[src/rtl/wtap_pkg.sv]
package wtap_pkg;
  typedef struct packed {
    logic recall;
    logic wr;
    logic xfer;
    logic step;
    logic up;
  } wtapStrb_t;
endpackage

[src/rtl/wtap_ctrl.sv]
module wtap_ctrl
  import wtap_pkg::*;
(
  input  logic      clk,
  input  logic      rstN,
  input  logic      recallReq,
  input  logic      wrReq,
  input  logic      xferReq,
  input  logic      stepReq,
  input  logic      stepUp,
  output wtapStrb_t strb
);
  logic recalled;

  always_ff @(posedge clk or negedge rstN) begin
    if (!rstN) recalled <= 1'b0;
    else if (recallReq) recalled <= 1'b1;
  end

  always_comb begin
    strb = '0;
    if (recallReq) begin
      strb.recall = 1'b1;
    end else if (recalled) begin
      if (wrReq) strb.wr = 1'b1;
      else if (xferReq) strb.xfer = 1'b1;
      else if (stepReq) begin
        strb.step = 1'b1;
        strb.up   = stepUp;
      end
    end
  end

  AST_STRB_ONEHOT: assert property (@(posedge clk) disable iff (!rstN)
    $onehot0({strb.recall, strb.wr, strb.xfer, strb.step}));
  AST_NO_EARLY_REQ: assert property (@(posedge clk) disable iff (!rstN)
    (!recalled && !recallReq) |-> !(strb.wr || strb.xfer || strb.step));
  AST_RECALL_FIRST: assert property (@(posedge clk) disable iff (!rstN)
    recallReq |-> strb.recall);
  AST_LOAD_OVER_STEP: assert property (@(posedge clk) disable iff (!rstN)
    (recalled && (wrReq || xferReq)) |-> !strb.step);
endmodule

[src/rtl/wtap_datapath.sv]
module wtap_datapath
  import wtap_pkg::*;
#(
  parameter int POS_W = 6
) (
  input  logic             clk,
  input  logic             rstN,
  input  wtapStrb_t        strb,
  input  logic [POS_W-1:0] recallVal,
  input  logic [POS_W-1:0] wrVal,
  input  logic [POS_W-1:0] xferVal,
  output logic [POS_W-1:0] pos
);
  localparam logic [POS_W-1:0] POS_MAX = {POS_W{1'b1}};
  localparam logic [POS_W-1:0] POS_MIN = '0;

  logic [POS_W-1:0] posNext;

  always_comb begin
    posNext = pos;
    if (strb.recall) posNext = recallVal;
    else if (strb.wr) posNext = wrVal;
    else if (strb.xfer) posNext = xferVal;
    else if (strb.step) begin
      if (strb.up) posNext = (pos == POS_MAX) ? pos : pos + 1'b1;
      else         posNext = (pos == POS_MIN) ? pos : pos - 1'b1;
    end
  end

  always_ff @(posedge clk or negedge rstN) begin
    if (!rstN) pos <= '0;
    else pos <= posNext;
  end

  AST_RECALL_LOAD: assert property (@(posedge clk) disable iff (!rstN)
    strb.recall |=> pos == $past(recallVal));
  AST_WR_LOAD: assert property (@(posedge clk) disable iff (!rstN)
    strb.wr |=> pos == $past(wrVal));
  AST_XFER_LOAD: assert property (@(posedge clk) disable iff (!rstN)
    strb.xfer |=> pos == $past(xferVal));
  AST_SAT_HIGH: assert property (@(posedge clk) disable iff (!rstN)
    (strb.step && strb.up && pos == POS_MAX) |=> pos == POS_MAX);
  AST_SAT_LOW: assert property (@(posedge clk) disable iff (!rstN)
    (strb.step && !strb.up && pos == POS_MIN) |=> pos == POS_MIN);
  AST_IDLE_HOLD: assert property (@(posedge clk) disable iff (!rstN)
    !(strb.recall || strb.wr || strb.xfer || strb.step) |=> $stable(pos));
endmodule

[src/rtl/wtap_decode.sv]
module wtap_decode #(
  parameter int POS_W = 6
) (
  input  logic                clk,
  input  logic                rstN,
  input  logic [POS_W-1:0]    pos,
  output logic [(1<<POS_W)-1:0] tapSel
);
  localparam int TAPS = 1 << POS_W;

  for (genvar i = 0; i < TAPS; i++) begin : gTap
    assign tapSel[i] = (pos == POS_W'(i));
  end

  AST_TAP_ONEHOT: assert property (@(posedge clk) disable iff (!rstN)
    $countones(tapSel) == 1);
  AST_TAP_INDEX: assert property (@(posedge clk) disable iff (!rstN)
    tapSel[pos]);
endmodule

[src/rtl/wiper_tap_ctrl.sv]
module wiper_tap_ctrl
  import wtap_pkg::*;
#(
  parameter int POS_W = 6,
  localparam int TAPS = 1 << POS_W
) (
  input  logic             clk,
  input  logic             rstN,
  input  logic             recallReq,
  input  logic [POS_W-1:0] recallVal,
  input  logic             wrReq,
  input  logic [POS_W-1:0] wrVal,
  input  logic             xferReq,
  input  logic [POS_W-1:0] xferVal,
  input  logic             stepReq,
  input  logic             stepUp,
  output logic [POS_W-1:0] wiperPos,
  output logic [TAPS-1:0]  tapSel
);
  wtapStrb_t strb;

  wtap_ctrl uCtrl (
    .clk(clk), .rstN(rstN), .recallReq(recallReq), .wrReq(wrReq),
    .xferReq(xferReq), .stepReq(stepReq), .stepUp(stepUp), .strb(strb)
  );

  wtap_datapath #(.POS_W(POS_W)) uDp (
    .clk(clk), .rstN(rstN), .strb(strb), .recallVal(recallVal),
    .wrVal(wrVal), .xferVal(xferVal), .pos(wiperPos)
  );

  wtap_decode #(.POS_W(POS_W)) uDec (
    .clk(clk), .rstN(rstN), .pos(wiperPos), .tapSel(tapSel)
  );
endmodule

[config.mk]
export PLATFORM = sky130hd
export DESIGN_NAME = wiper_tap_ctrl
export DESIGN_NICKNAME = d
export VERILOG_FILES = /design/src/rtl/wtap_pkg.sv /design/src/rtl/wtap_ctrl.sv /design/src/rtl/wtap_datapath.sv /design/src/rtl/wtap_decode.sv /design/src/rtl/wiper_tap_ctrl.sv
export SDC_FILE = /design/constraint.sdc
export NUM_CORES = 1
export LEC_CHECK = 0
export BUFFER_PORTS_ARGS = -buffer_cell sky130_fd_sc_hd__buf_2
export CORE_MARGIN = 4
export CORE_UTILIZATION = 43
export CTS_CLUSTER_DIAMETER = 120
export CTS_CLUSTER_SIZE = 12
export DETAILED_ROUTE_END_ITERATION = 12
export MAX_ROUTING_LAYER = met4
export PLACE_DENSITY = 0.87
export SYNTH_ARGS = -nofsm -noshare
export SYNTH_HDL_FRONTEND = slang
export SYNTH_SLANG_ARGS = --single-unit
[constraint.sdc]
create_clock -name clk -period 4.3 [get_ports clk]
set_clock_uncertainty 0.15 [all_clocks]
set_input_delay 0.645 -clock clk [delete_from_list [all_inputs] [get_ports clk]]
set_output_delay 0.645 -clock clk [all_outputs]
set_load 0.02 [all_outputs]
==> impl_metrics.ini <==
[run_status]
status = finished, final reports clean

[timing]
holdWs_ps = 56.58
relSlewSlack = 0.3509
hold_viol = 0
setup_viol = 0
slew_viol_final = 0
fmax_mhz = 362.4
rsz0062_at_grt = no
fin_crit_ps = 2760
setup_ws_ps = 1540
fin_tns_setup_ps = 0
fin_crit_sh = 0.6418
worstMarginPinSlew_ps = 969.1

[drt]
dr.pass1.iters = 5
viasPerCell = 5.352
ant_nets = 0
vias = 1659
wl_um = 4212
drc = 0
drtIter0Drc = 147
wire_per_inst_um = 13.59

[logic_synthesis]
synthTopCellsByArea = nor2_1 (22%), dfrtp_1 (15%), nand2_1 (8.6%)
synth_area_leader_cell = nor2_1
synth_cells = 198
synth_nets = 228
avgSynthCellArea_um2 = 5.984
yosysTopAreaCellShare = 0.2154
synth_cell_type_count = 42
ys_warn_count = 0
ys_ff_latch = 7
synth-seq-area-share = 0.1478
synthFlopType = dfrtp_1
synthArstFlopShare = 1.000
synthesis.area_mm2 = 0.001185
synth_edf_count = 0

[layout]
layout_commonest_cell = buf_2
n_antenna_cell = 0
syn_to_final_growth_pct = 38.54
fin_util = 0.6450
layout_common_cells = buf_2 (94), nor2_1 (68), nand2_1 (27)
drive_above_1_share = 0.3643
nets = 311

[worst_setup_path]
startpoint_type = flop
arrival_ps = 2760
cp_max_fo = 12
worstPathRequired_ps = 4300
worstSetupPathType = reg2reg
crit_path_end_kind = flop

[floorplanning]
io_pins = 95
die_x_um = 60.50
die_area_mm2 = 0.003660
rows = 18
die_h_um = 60.50
core-area_mm2 = 0.002545
initial_core_util = 0.4656

[grt]
grt_usage = 0.2296
grt_pass1_wl_um = 6451
grt_antenna_before_repair = 0
grt_pass1_vias = 1440
grt_max_degree = 22
grt_overflow = 0

[pwr]
fin_total_pwr_mw = 0.3870
p_leak_nw = 0.9796
ir_drop_v = 0.0001940
power.density_mw_per_mm2 = 235.8

[clock_tree]
cts.sink_count = 7
clk_pin_slew_ps = 60
cts_tree = yes
postCtsSetupRepairBufs = 0
cts_hold_buf = 0
cts_resized = 0
clk_latency_ps = 270
numCtsBuffers = 3
cts_max_level = 1
clockBufferDepth = 2
cts-root-buf = clkbuf_4

[placement]
dp_hpwl_um = 3294
finalWeightedCongestion = 0.8445
io_buffers = 94
dp_slack_ps = 1578

[job]
maxCapViolations = 0

[hold_path]
hold_class = in2async
-- worst paths after layout --
path,endpoint,cells after the start,from,slack [ps]
worst min-delay path,uDp.pos[5]$_DFFE_PN0P_,1,rstN,60
max in group asynchronous,uDp.pos[3]$_DFFE_PN0P_,1,rstN,3780
worst max-delay path,uDp.pos[1]$_DFFE_PN0P_,5,uDp.pos[1]$_DFFE_PN0P_,1540
min in group clk,uDp.pos[5]$_DFFE_PN0P_,1,uDp.pos[5]$_DFFE_PN0P_,510
worst min register to register,uDp.pos[5]$_DFFE_PN0P_,1,uDp.pos[5]$_DFFE_PN0P_,510
worst max register to register,uDp.pos[1]$_DFFE_PN0P_,5,uDp.pos[1]$_DFFE_PN0P_,1540
-- state kept, by name, summed over array words and instances, names as in the netlist --
| register | cells |
|---|---|
| uDp.pos | 6 |
| uCtrl.recalled | 1 |
-- synth_stat cells (3+ instances only) --
cell type and number:
nor2_1 68, nand2_1 27, clkbuf_1 11, a21oi_1 8, dfrtp_1 7, inv_1 7, nand2b_1 6, a21o_1 5
ha_1 5, nor2b_1 5, a31oi_1 4, nor3b_1 4, o21ai_0 4, buf_2 3, mux2i_1 3
-- final cells by class --
type                       count  area (um2)
clock inverter                 1       5.005
tap                           30       37.54
multi-input combinational    167       900.9
fill                         250       903.4
clock buffer                   3       22.52
inverter                       8       30.03
timing repair buffer          94       470.5
sequential                     7       175.2
-- power by group --
part / total, mW / switching (mW) / internal [mW]
Sequential: 0.0966 / 0.0217 / 0.0750
Clock: 0.0657 / 0.0313 / 0.0344
Combinational: 0.225 / 0.148 / 0.0763
Total: 0.387 / 0.201 / 0.186
-- critical path, stage by stage, from the launching register on --
cell and delay (ps):
dfrtp_1 480, ha_1 300, nand3_1 200, or3_1 390, a31oi_1 700, mux2_2 410
-- metal layers --
| metal | wire length, um | share of wire | global-route usage |
|---|---|---|---|
| met1 | 1722 | 0.41 | 0.2796 |
| met2 | 2214 | 0.53 | 0.3981 |
| met3 | 266 | 0.063 | 0.02553 |
| met4 | 8 | 0.0019 | 0.06811 |
| met5 | 0 | 0 | - |
-- kinds of logic after synthesis --
group                    after synthesis  share of synthesized area
AO/OA/AOI/OAI                         32                     0.1827
flip-flops                             7                     0.1478
multiplexers                           6                    0.05702
AND/OR/NAND/NOR                      123                     0.4604
adder cells (fa/ha/maj)                5                    0.05280
buffers and inverters                 24                    0.09187
XOR/XNOR                               1                   0.007393
-- through the flow --
stage | std cells | area (um2)
final | 310 | 1642
after global routing | 310 | 1642
after CTS | 310 | 1642
after detailed placement | 306 | 1614
after global placement | 306 | 1614
after floorplan | 198 | 1185
(Power assumes the default switching activity.)
